**config.mk**
```make
export PLATFORM = sky130hd
export DESIGN_NAME = rtc_regblock
export DESIGN_NICKNAME = d
export VERILOG_FILES = /design/src/rtl/rtc_regblock.sv
export SDC_FILE = /design/constraint.sdc
export NUM_CORES = 1
export LEC_CHECK = 0
export BUFFER_PORTS_ARGS = -buffer_cell sky130_fd_sc_hd__buf_4
export CAP_MARGIN = 20
export CORE_ASPECT_RATIO = 0.7
export CORE_UTILIZATION = 44
export CTS_CLUSTER_SIZE = 8
export DETAILED_ROUTE_END_ITERATION = 16
export GPL_TIMING_DRIVEN = 0
export PLACE_DENSITY = 0.7
export SETUP_SLACK_MARGIN = 0.1
export SYNTH_ARGS = -nofsm -noshare
export SYNTH_HDL_FRONTEND = slang
export SYNTH_SLANG_ARGS = --single-unit
```
**constraint.sdc**
```tcl
create_clock -name clk -period 3.4 [get_ports clk]
set_clock_uncertainty 0.1 [all_clocks]
set_input_delay 1.02 -clock clk [delete_from_list [all_inputs] [get_ports clk]]
set_output_delay 1.02 -clock clk [all_outputs]
set_load 0.005 [all_outputs]
```
**src/rtl/rtc_regblock.sv**
```systemverilog
module rtc_regblock #(
  parameter int WR_DELAY = 4
) (
  input  logic        clk,
  input  logic        rst_n,
  input  logic        tick,
  input  logic [2:0]  addr,
  input  logic        wr_en,
  input  logic [31:0] wdata,
  output logic [31:0] rdata,
  output logic        irq
);
  localparam int          CW       = $clog2(WR_DELAY + 1);
  localparam logic [31:0] IRQ_MASK = 32'h0000_0390;

  logic [CW-1:0] wait_q;
  logic [2:0]    pend_addr;
  logic [31:0]   pend_data;
  logic [31:0]   sec_q, frac_q, asec_q, afrac_q, ctrl_q, ier_q;
  logic          nxt_f, done_f, err_f, alm_f, inval_f, viol_f, seeded;
  logic [31:0]   status, clr;

  wire busy   = (wait_q != '0);
  wire accept = wr_en && !busy;
  wire drop   = wr_en && busy;
  wire commit = (wait_q == CW'(1));
  wire match  = (sec_q == asec_q) && (frac_q == afrac_q);
  wire run    = ctrl_q[3] && seeded && tick;

  assign clr    = (commit && pend_addr == 3'd5) ? pend_data : 32'h0;
  assign status = {21'h0, busy, nxt_f, done_f, err_f, 2'b00, alm_f, 2'b00, inval_f, viol_f};
  assign irq    = |(status & ier_q);

  always_comb begin
    case (addr)
      3'd0:    rdata = sec_q;
      3'd1:    rdata = frac_q;
      3'd2:    rdata = asec_q;
      3'd3:    rdata = afrac_q;
      3'd4:    rdata = ctrl_q;
      3'd5:    rdata = status;
      3'd6:    rdata = ier_q;
      default: rdata = 32'h0;
    endcase
  end

  always_ff @(posedge clk) begin
    if (!rst_n) begin
      wait_q    <= '0;
      pend_addr <= '0;
      pend_data <= '0;
    end else if (accept) begin
      wait_q    <= CW'(WR_DELAY);
      pend_addr <= addr;
      pend_data <= wdata;
    end else if (busy) begin
      wait_q <= wait_q - CW'(1);
    end
  end

  always_ff @(posedge clk) begin
    if (!rst_n) begin
      sec_q   <= '0;
      frac_q  <= '0;
      asec_q  <= 32'hFFFF_FFFF;
      afrac_q <= '0;
      ctrl_q  <= '0;
      ier_q   <= '0;
      seeded  <= 1'b0;
    end else begin
      if (commit && pend_addr == 3'd0) begin
        sec_q  <= pend_data;
        seeded <= 1'b1;
      end else if (commit && pend_addr == 3'd1) begin
        frac_q <= pend_data;
      end else if (run) begin
        frac_q <= frac_q + 32'd1;
        if (&frac_q) sec_q <= sec_q + 32'd1;
      end
      if (commit) begin
        case (pend_addr)
          3'd2:    asec_q  <= pend_data;
          3'd3:    afrac_q <= pend_data;
          3'd4:    ctrl_q  <= pend_data;
          3'd6:    ier_q   <= pend_data & IRQ_MASK;
          default: ;
        endcase
      end
    end
  end

  always_ff @(posedge clk) begin
    if (!rst_n) begin
      nxt_f   <= 1'b0;
      done_f  <= 1'b0;
      err_f   <= 1'b0;
      alm_f   <= 1'b0;
      inval_f <= 1'b1;
      viol_f  <= 1'b0;
    end else begin
      nxt_f  <= (nxt_f & ~clr[9] & ~accept) | commit;
      done_f <= (done_f & ~clr[8]) | commit;
      err_f  <= (err_f & ~clr[7]) | drop;
      alm_f  <= (alm_f & ~clr[4]) | match;
      if (clr[1] && clr[0]) begin
        inval_f <= 1'b0;
        viol_f  <= 1'b0;
      end
    end
  end


  commit_flags_chk: assert property (@(posedge clk) disable iff (!rst_n)
    $fell(busy) |-> (done_f && nxt_f));

  drop_error_chk: assert property (@(posedge clk) disable iff (!rst_n)
    (wr_en && busy) |=> err_f);

  frozen_chk: assert property (@(posedge clk) disable iff (!rst_n)
    (!seeded && !(commit && pend_addr == 3'd1)) |=> $stable(frac_q));

  carry_chk: assert property (@(posedge clk) disable iff (!rst_n)
    (run && !commit && &frac_q) |=> (frac_q == 32'd0 && sec_q == $past(sec_q) + 32'd1));

  alarm_set_chk: assert property (@(posedge clk) disable iff (!rst_n)
    match |=> alm_f);

  ier_bits_chk: assert property (@(posedge clk) disable iff (!rst_n)
    (ier_q & ~IRQ_MASK) == 32'h0);
endmodule

```
# Word level (Yosys, flattened, before mapping)
# Index checks and enable logic that the tools add are counted.
dict set report word_totals {
  out_inout_bits 33
  in_bits 39
  word_cells 88
  register_bits 208
}
dict set report classes {
  n_reduce_logical 26
  n_bitwise 17
  n_eq_ne 16
  add_sub_neg 3
  n_mux 10
}
# operator count
set op_table {}
lappend op_table {{$pmux 32 s7} 1}
lappend op_table {{$mux 32} 6}
lappend op_table {{$add 32x1->32 const B} 2}
lappend op_table {{$eq 32x32->1} 2}
lappend op_table {{$reduce_and 32->1} 1}
lappend op_table {{$reduce_or 32->1} 1}
lappend op_table {{$eq 3x3->1 const B} 6}
lappend op_table {{$eq 3x2->1 const B} 4}
lappend op_table {{$and 11x10->11} 1}
lappend op_table {{$mux 10} 1}
lappend op_table {{$reduce_and 2->1} 5}
lappend op_table {{$eq 3x1->1 const B} 3}
lappend op_table {{$logic_and 1x1->1} 9}
lappend op_table {{$reduce_bool 2->1} 4}
lappend op_table {{$not 1->1} 7}
lappend op_table {{$logic_not 3->1} 2}
lappend op_table {{$mux 3} 2}
lappend op_table {{$and 1x1->1} 5}
lappend op_table {{$or 1x1->1} 4}
lappend op_table {{$reduce_and 3->1} 1}
lappend op_table {{$reduce_bool 3->1} 1}
lappend op_table {{$sub 3x1->3 const B} 1}
lappend op_table {{$ne 2x2->1 const B} 1}
lappend op_table {{$reduce_or 2->1} 1}
lappend op_table {{$logic_not 1->1} 1}

# Depth between registers and ports, before layout
# Gate-level depths: netlist of run 1.
dict set report logic_depth {
  depth_word 7
  depth_mapped 10
  depth_no_buf 8
}

# Worst setup path before layout of run 1
# No wires, ideal clock.
dict set report synth_path {
  path_kind {input to output}
  from {input port addr[2]}
  to {output port rdata[1]}
  cell_stages 5
  required_time_ns 2.280
  slack_ns -0.139
  t_arrival_ns 2.419
  path_cell_list {clkbuf_1 clkbuf_1 mux2_2 a22oi_1 o221ai_1}
}
dict set report synth_between {
  elab_chain_cells 2
  elab_cells_between_ends 8
}
# element line
set synth_lines {}
lappend synth_lines {{start: declaration} 7} ;# input logic [2:0] addr,
lappend synth_lines {{$eq 3x3->1, or another cell as far along} 35} ;# case (addr)
lappend synth_lines {{$pmux 32 s7 (*)} 35}
lappend synth_lines {{end: declaration} 10} ;# output logic [31:0] rdata,
# Mark *: on every way between the ends. The rest lies on a longest branch, timed or not.

# Worst setup path in the final report of run 1
dict set report layout_path {
  from {input port addr[0]}
  to {output port rdata[6]}
}
# Same word-level chain as after synthesis.

==> impl_metrics.toml, run 1 <==
[drt]
dr_total_vias = 11518
first_pass_iters = 7
drt_iter0_markers = 1722
routed_via_density = 6.253
drc = 0
drtAntennaViolNets = 0
wire_per_inst_um = 23.89
finalWirelength_um = 44000

[sta]
finalCritPeriodShare_pct = 103.7
worst_pin_slew_ns = 1.086
slew_headroom_pct = 27.43
hold_viol_final = 0
finalMaxSlewViolations = 0
final-setup-viol-count = 16
tns_ns = -1.307
rsz0062_at_grt = "true"
fin_ws_ns = -0.1254
fmax_mhz = 283.7
layout_min_cycle_time_ns = 3.525

[outcome]
violations = "setup timing"
outcome = "complete, but fails checks"

[power_and_ir_drop]
powerDensity_nw_per_um2 = 581.6
switching_share_pct = 35.20
leakagePower_uw = 0.004647
peakVddDrop_v = 0.0004341
switchingPower_uw = 2657
seqPwrFrac_pct = 43.4
combPwrFrac_pct = 23.0
p_clk_share_pct = 33.6
internal_power_uw = 4893

[layout]
syn2layout_area_growth_pct = 21.56
layout.nets = 1569
layout_common_cells = "nand2_1 (322), dfxtp_1 (208), a21oi_1 (158)"
finalNonFillerCells = 1842
diodes = 0
utilization_pct = 54.77
final_common_cell = "nand2_1"
drive_above_1_share_pct = 13.98

[floorplanning]
io_pins = 72
die_x_um = 188.2
initial_utilization_pct = 45.06
die_y_um = 132.3
fp.dieArea_sq_um = 24900
rows = 47
core_area_sq_um = 23700

[setup_path]
critPathRequiredTime_ns = 2.28
rr_endpoint = "sec_q[28]"
r2r-start = "frac_q[21]"
crit_path_start_kind = "input port"
cp_max_fo = 5
reg2regPathDepth = 9
worst-r2r-setup-slack_ns = 0.27
crit_type = "in2out"
worstSetupEndpoint = "rdata[6]"
crit_path_end_kind = "output pin"
worst_ep_arrival_time_ns = 2.41
crit_path_start = "addr[0]"

[placement]
port_buffers = 69
hpwl_um = 32160
dp.cells = 1789
place.gp.congestion = 1.053

[clock_tree]
cts-root-buf = "clkbuf_16"
htreeDepth = 1
cts_buffer_depth = 3
cts_tree = "done"
clock_latency_ns = 0.56
clkSinkCount = 208
path_clk_slew_ns = 0.05
cts-buffers-inserted = 29

[logic_synthesis]
synthDistinctLibCells = 64
seq_area_frac_synth_pct = 39.00
synth_nets = 1444
yosys_register_bits = 208
synth_edf_count = 0
async_flop_share_pct = 0
yosys_warnings = 0
synth_area_leader_cell = "dfxtp_1"
synth_cells = 1400
avgSynthCellArea_sq_um = 7.627
synthDominantCellAreaShare_pct = 39.00
ys.flop_type = "dfxtp_1"
synth.cell_area_sq_um = 10680
synthTopCellsByArea = "dfxtp_1 (39%), nand2_1 (12%), a21oi_1 (7.5%)"

[job]
maxCapViolCount = 0

[global_route]
overflow = 0
grt_use_total_pct = 34.36
grt_pass1_vias = 10223
grt_max_degree = 15
antenna_found_initial = 1
grt_pass1_wl_um = 64440

[min_path]
hold_path_class = "reg2reg"
==> kinds of logic after synthesis <==
family / synth area share [%]
xor+xnor: 7.710
fa+ha+maj: 0.5859
buf+inv: 4.652
compound gates: 19.08
flops: 39.00
mux: 4.254
simple gates: 24.72
==> through the flow <==
step / power (uW) / worst slack (ns) / cell area, sq um / hold slack, ns
2_1_floorplan: 4116 / 0.08718 / 10690 / 0.3286
5_1_grt: 7793 / -0.1323 / 12980 / 0.3756
3_3_place_gp: 4835 / -0.7333 / 11610 / 0.3427
6_report: 7550 / -0.1254 / 12980 / 0.3559
3_5_place_dp: 4862 / -0.7574 / 11620 / 0.3465
4_1_cts: 7408 / -0.08257 / 12750 / 0.3532
==> per-layer routing <==
metal  global-route usage (%)  vias up  part of all wire, %
met3                    11.98      122                   17
met2                    46.68      900                   39
met4                    9.124        2                  3.3
met5                        0        -                0.030
li1                         -     5127                    -
met1                    50.56     5367                   42
==> worst min path at each step <==
stage	start	to	slack (ns)	depth (start not counted)
global placement	ctrl_q[29]	ctrl_q[29]	0.34	2
CTS	ctrl_q[20]	ctrl_q[20]	0.35	2
global route	ctrl_q[23]	ctrl_q[23]	0.38	2
floorplan	seeded	seeded	0.33	2
detailed placement	ctrl_q[20]	ctrl_q[20]	0.35	2
finish	ctrl_q[17]	ctrl_q[17]	0.36	2
==> power groups by stage <==
stage / combinational (uW) / sequential (uW) / clock (uW)
6_report: 1740 / 3280 / 2530
5_1_grt: 1860 / 3280 / 2650
4_1_cts: 1640 / 3230 / 2530
3_5_place_dp: 1590 / 3270 / 0
3_3_place_gp: 1570 / 3270 / 0
2_1_floorplan: 1060 / 3060 / 0
==> timing repair <==
action,in CTS,in global routing
cloned,1,2
setup buffers,11,12
hold buffers,0,0
endpoints found under the setup margin,38,65
resized for setup,100,47
pin swaps,11,4
==> final cells by class <==
| class | instances | area [sq um] |
|---|---|---|
| buffer | 118 | 639.4 |
| clock buffer | 29 | 725.7 |
| clock inverter | 1 | 8.758 |
| fill | 2252 | 10720 |
| inverter | 11 | 41.29 |
| multi-input combinational | 1062 | 6217 |
| sequential | 208 | 4164 |
| tap | 318 | 397.9 |
| timing repair buffer | 95 | 785.8 |
==> cells in the mapped netlist (all sizes together) (6+ instances only) <==
cell and number:
mux2i 33, o22ai 6, buf 9, and4 9, dfxtp 208, and2 6, a31oi 13, o211ai 8
xor2 27, or4 7, and3 20, nor4 9, a21oi 159, nand2 340, nor2b 7, clkbuf 110
a221o 24, nand4 41, inv 11, o21ai 76, nor3 8, nor2 60, xnor2 67, nand3 57
a22oi 22
==> critical path: stages <==
cell and delay, ns:
buf_6 0.10, clkbuf_16 0.13, and3b_2 0.27, buf_4 0.16, buf_6 0.12, nand2_1 0.05, o21ai_0 0.09, a221o_1 0.32
buf_4 0.15
==> state kept, by name, indices dropped and copies added (netlist names), 3 cells and up <==
name       count
pend_addr      3
ier_q          4
afrac_q       32
asec_q        32
sec_q         32
wait_q         3
pend_data     32
ctrl_q        32
frac_q        32
(Power assumes the default switching activity.)
==> inputs of run 2 (changes only) <==
--- a/config.mk
+++ b/config.mk
@@ -5,9 +5,11 @@
 export SDC_FILE = /design/constraint.sdc
 export NUM_CORES = 1
 export LEC_CHECK = 0
+export ABC_AREA = 1
 export BUFFER_PORTS_ARGS = -buffer_cell sky130_fd_sc_hd__buf_4
 export CAP_MARGIN = 20
 export CORE_ASPECT_RATIO = 0.7
+export CORE_MARGIN = 2
 export CORE_UTILIZATION = 44
 export CTS_CLUSTER_SIZE = 8
 export DETAILED_ROUTE_END_ITERATION = 16
==> run 2 against run 1 <==
Compared with the run above:
- via count rose by 12%
- total power fell by 3.6%
- critical endpoint is now rdata[15]
- first-iteration DRC count increased by 1.8%
- largest cell class unchanged
- maximum frequency is 3.7% higher
- critical path depth stayed put
- worst hold slack better by 0.014 ns
- the run now ends clean
- global-route usage is 1.2 points lower
- count of clock-buffer cells in the layout unchanged
==> impl_metrics.toml, run 2 <==
[outcome]
outcome = "finished, final reports clean"

[sta]
hold_viol_final = 0
worst_pin_slew_ns = 0.9758
final-setup-viol-count = 0
slew_headroom_pct = 34.95
finalCritPeriodShare_pct = 100.0
hold-worst-slack_ns = 0.3703
layout_min_cycle_time_ns = 3.400
fmax_mhz = 294.1
fin_ws_ns = 0.0001095
finalMaxSlewViolations = 0
rsz0062_at_grt = "true"

[logic_synthesis]
synthAdderAreaFrac_pct = 0.5364
yosys_warnings = 0
synthDominantCellAreaShare_pct = 35.70
synth_top_family_by_area = "simple AND/OR/NAND/NOR gates"
synth_nets = 1809
synth_cells = 1765
synth_compound_area_share_pct = 22.39
synth_commonest_cells = "nand2_1 (451), dfxtp_1 (208), a21oi_1 (182), nor2_1 (165), inv_1 (160)"
synth_area_leader_cell = "dfxtp_1"
avgSynthCellArea_sq_um = 6.608
synthDistinctLibCells = 49
yosys_register_bits = 208
ys.flop_type = "dfxtp_1"
seq_area_frac_synth_pct = 35.70
async_flop_share_pct = 0
synth.cell_area_sq_um = 11660
synth_mux_area_share_pct = 0
synth_edf_count = 0
synth_simple_gate_area_share_pct = 27.46
synthXorXnorAreaFrac_pct = 4.581
synthTopCellsByArea = "dfxtp_1 (36%), nand2_1 (15%), a21oi_1 (7.8%)"
yosysMostFrequentCell = "nand2_1"

[layout]
syn2layout_area_growth_pct = 20.95
final_common_cell = "nand2_1"
utilization_pct = 54.52
finalNonFillerCells = 2235
layout_common_cells = "nand2_1 (448), dfxtp_1 (208), a21oi_1 (182)"
drive_above_1_share_pct = 14.22
diodes = 0
layout.nets = 1923

[drt]
first_pass_iters = 5
finalWirelength_um = 46880
wire_per_inst_um = 20.97
drt_iter0_markers = 1753
dr_total_vias = 12926
routed_via_density = 5.783
drc = 0
drtAntennaViolNets = 0

[global_route]
antenna_found_initial = 0
grt_pass1_wl_um = 69520
overflow = 0
grt_max_degree = 15
grt_use_total_pct = 33.20
grt_pass1_vias = 11400

[setup_path]
crit_path_start = "addr[0]"
crit_type = "in2out"
worstSetupEndpoint = "rdata[15]"
r2r-start = "wait_q[0]"
worst-r2r-setup-slack_ns = 0.78
crit_path_start_kind = "input port"
rr_endpoint = "pend_data[15]"
reg2regPathDepth = 8
cp_max_fo = 5
critPathRequiredTime_ns = 2.28
crit_path_end_kind = "output pin"
worst_ep_arrival_time_ns = 2.28

[power_and_ir_drop]
power_uw = 7281
peakVddDrop_v = 0.0004170
powerDensity_nw_per_um2 = 516.2
leakagePower_uw = 0.005595

[clock_tree]
cts-root-buf = "clkbuf_16"
clock_latency_ns = 0.55
path_clk_slew_ns = 0.05
cts_tree = "done"
htreeDepth = 1
cts_buffer_depth = 3
clkSinkCount = 208
cts-buffers-inserted = 29

[floorplanning]
fp.dieArea_sq_um = 27840
initial_utilization_pct = 45.08
rows = 49
die_y_um = 140.2
io_pins = 72
die_x_um = 198.6
core_area_sq_um = 25870

[job]
maxCapViolCount = 0

[placement]
place.gp.congestion = 0.9803
hpwl_um = 35590
port_buffers = 68
dp.cells = 2190
post-place-ws_ns = -0.6123

[min_path]
hold_path_class = "reg2reg"
[run 2: final cells by class]
type	instances	area (sq um)
well taps	357	446.7
plain buffers	100	603.1
clock inverters	1	8.758
repair buffers	83	674.4
flip-flops and latches	208	4164
inverters	171	663.1
clock buffers	29	725.7
multi-input cells	1286	6820
fillers	2568	11770
[run 2: where the power goes]
part,total (uW),switching (uW),internal (uW)
clock network,2570,1080,1480
logic,1720,1270,452
registers,3000,269,2730
total,7280,2620,4660
[run 2: per-stage QoR]
| step | setup TNS (ns) | cell area [sq um] |
|---|---|---|
| finish | 0 | 14110 |
| global route | -0.007107 | 14110 |
| CTS | 0 | 13900 |
| detailed placement | -14.64 | 12620 |
| global placement | -14.75 | 12620 |
| floorplan | 0 | 11660 |
[run 2: per-layer routing]
| metal | up-vias | wire, um | global-route usage, % |
|---|---|---|---|
| met5 | - | 0 | 0 |
| li1 | 6023 | - | - |
| met2 | 793 | 18580 | 46.47 |
| met1 | 5989 | 20800 | 50.42 |
| met3 | 121 | 5801 | 7.320 |
| met4 | 0 | 1697 | 9.309 |
[run 2: worst min path at each step]
stage	from	endpoint	slack [ns]	depth (start not counted)
3_5_place_dp	inval_f	inval_f	0.35	2
3_3_place_gp	inval_f	inval_f	0.34	2
6_report	inval_f	inval_f	0.37	2
5_1_grt	inval_f	inval_f	0.38	2
4_1_cts	inval_f	inval_f	0.36	2
2_1_floorplan	inval_f	inval_f	0.33	2
[run 2: cells by family (layout without fill, tap and decap cells)]
group,count (synthesis),after routing
AO/OA/AOI/OAI,460,460
XOR/XNOR,61,61
adder cells (fa/ha/maj),5,5
buffers and inverters,271,384
flip-flops,208,208
AND/OR/NAND/NOR,760,760
[run 2: timing repair]
| item | 4_1_cts | 5_1_grt |
|---|---|---|
| gates cloned | 3 | 1 |
| endpoints found under the setup margin | 32 | 32 |
| hold buffers | 0 | 0 |
| pin swaps | 7 | 14 |
| gates resized for setup | 113 | 38 |
| setup buffers | 8 | 3 |
[run 2: critical path, stage by stage]
cell and delay, ns:
buf_12 0.10, inv_6 0.04, nor3_4 0.29, inv_2 0.12, buf_6 0.16, o22ai_2 0.13, a21oi_1 0.06, o211ai_1 0.18
buf_4 0.18
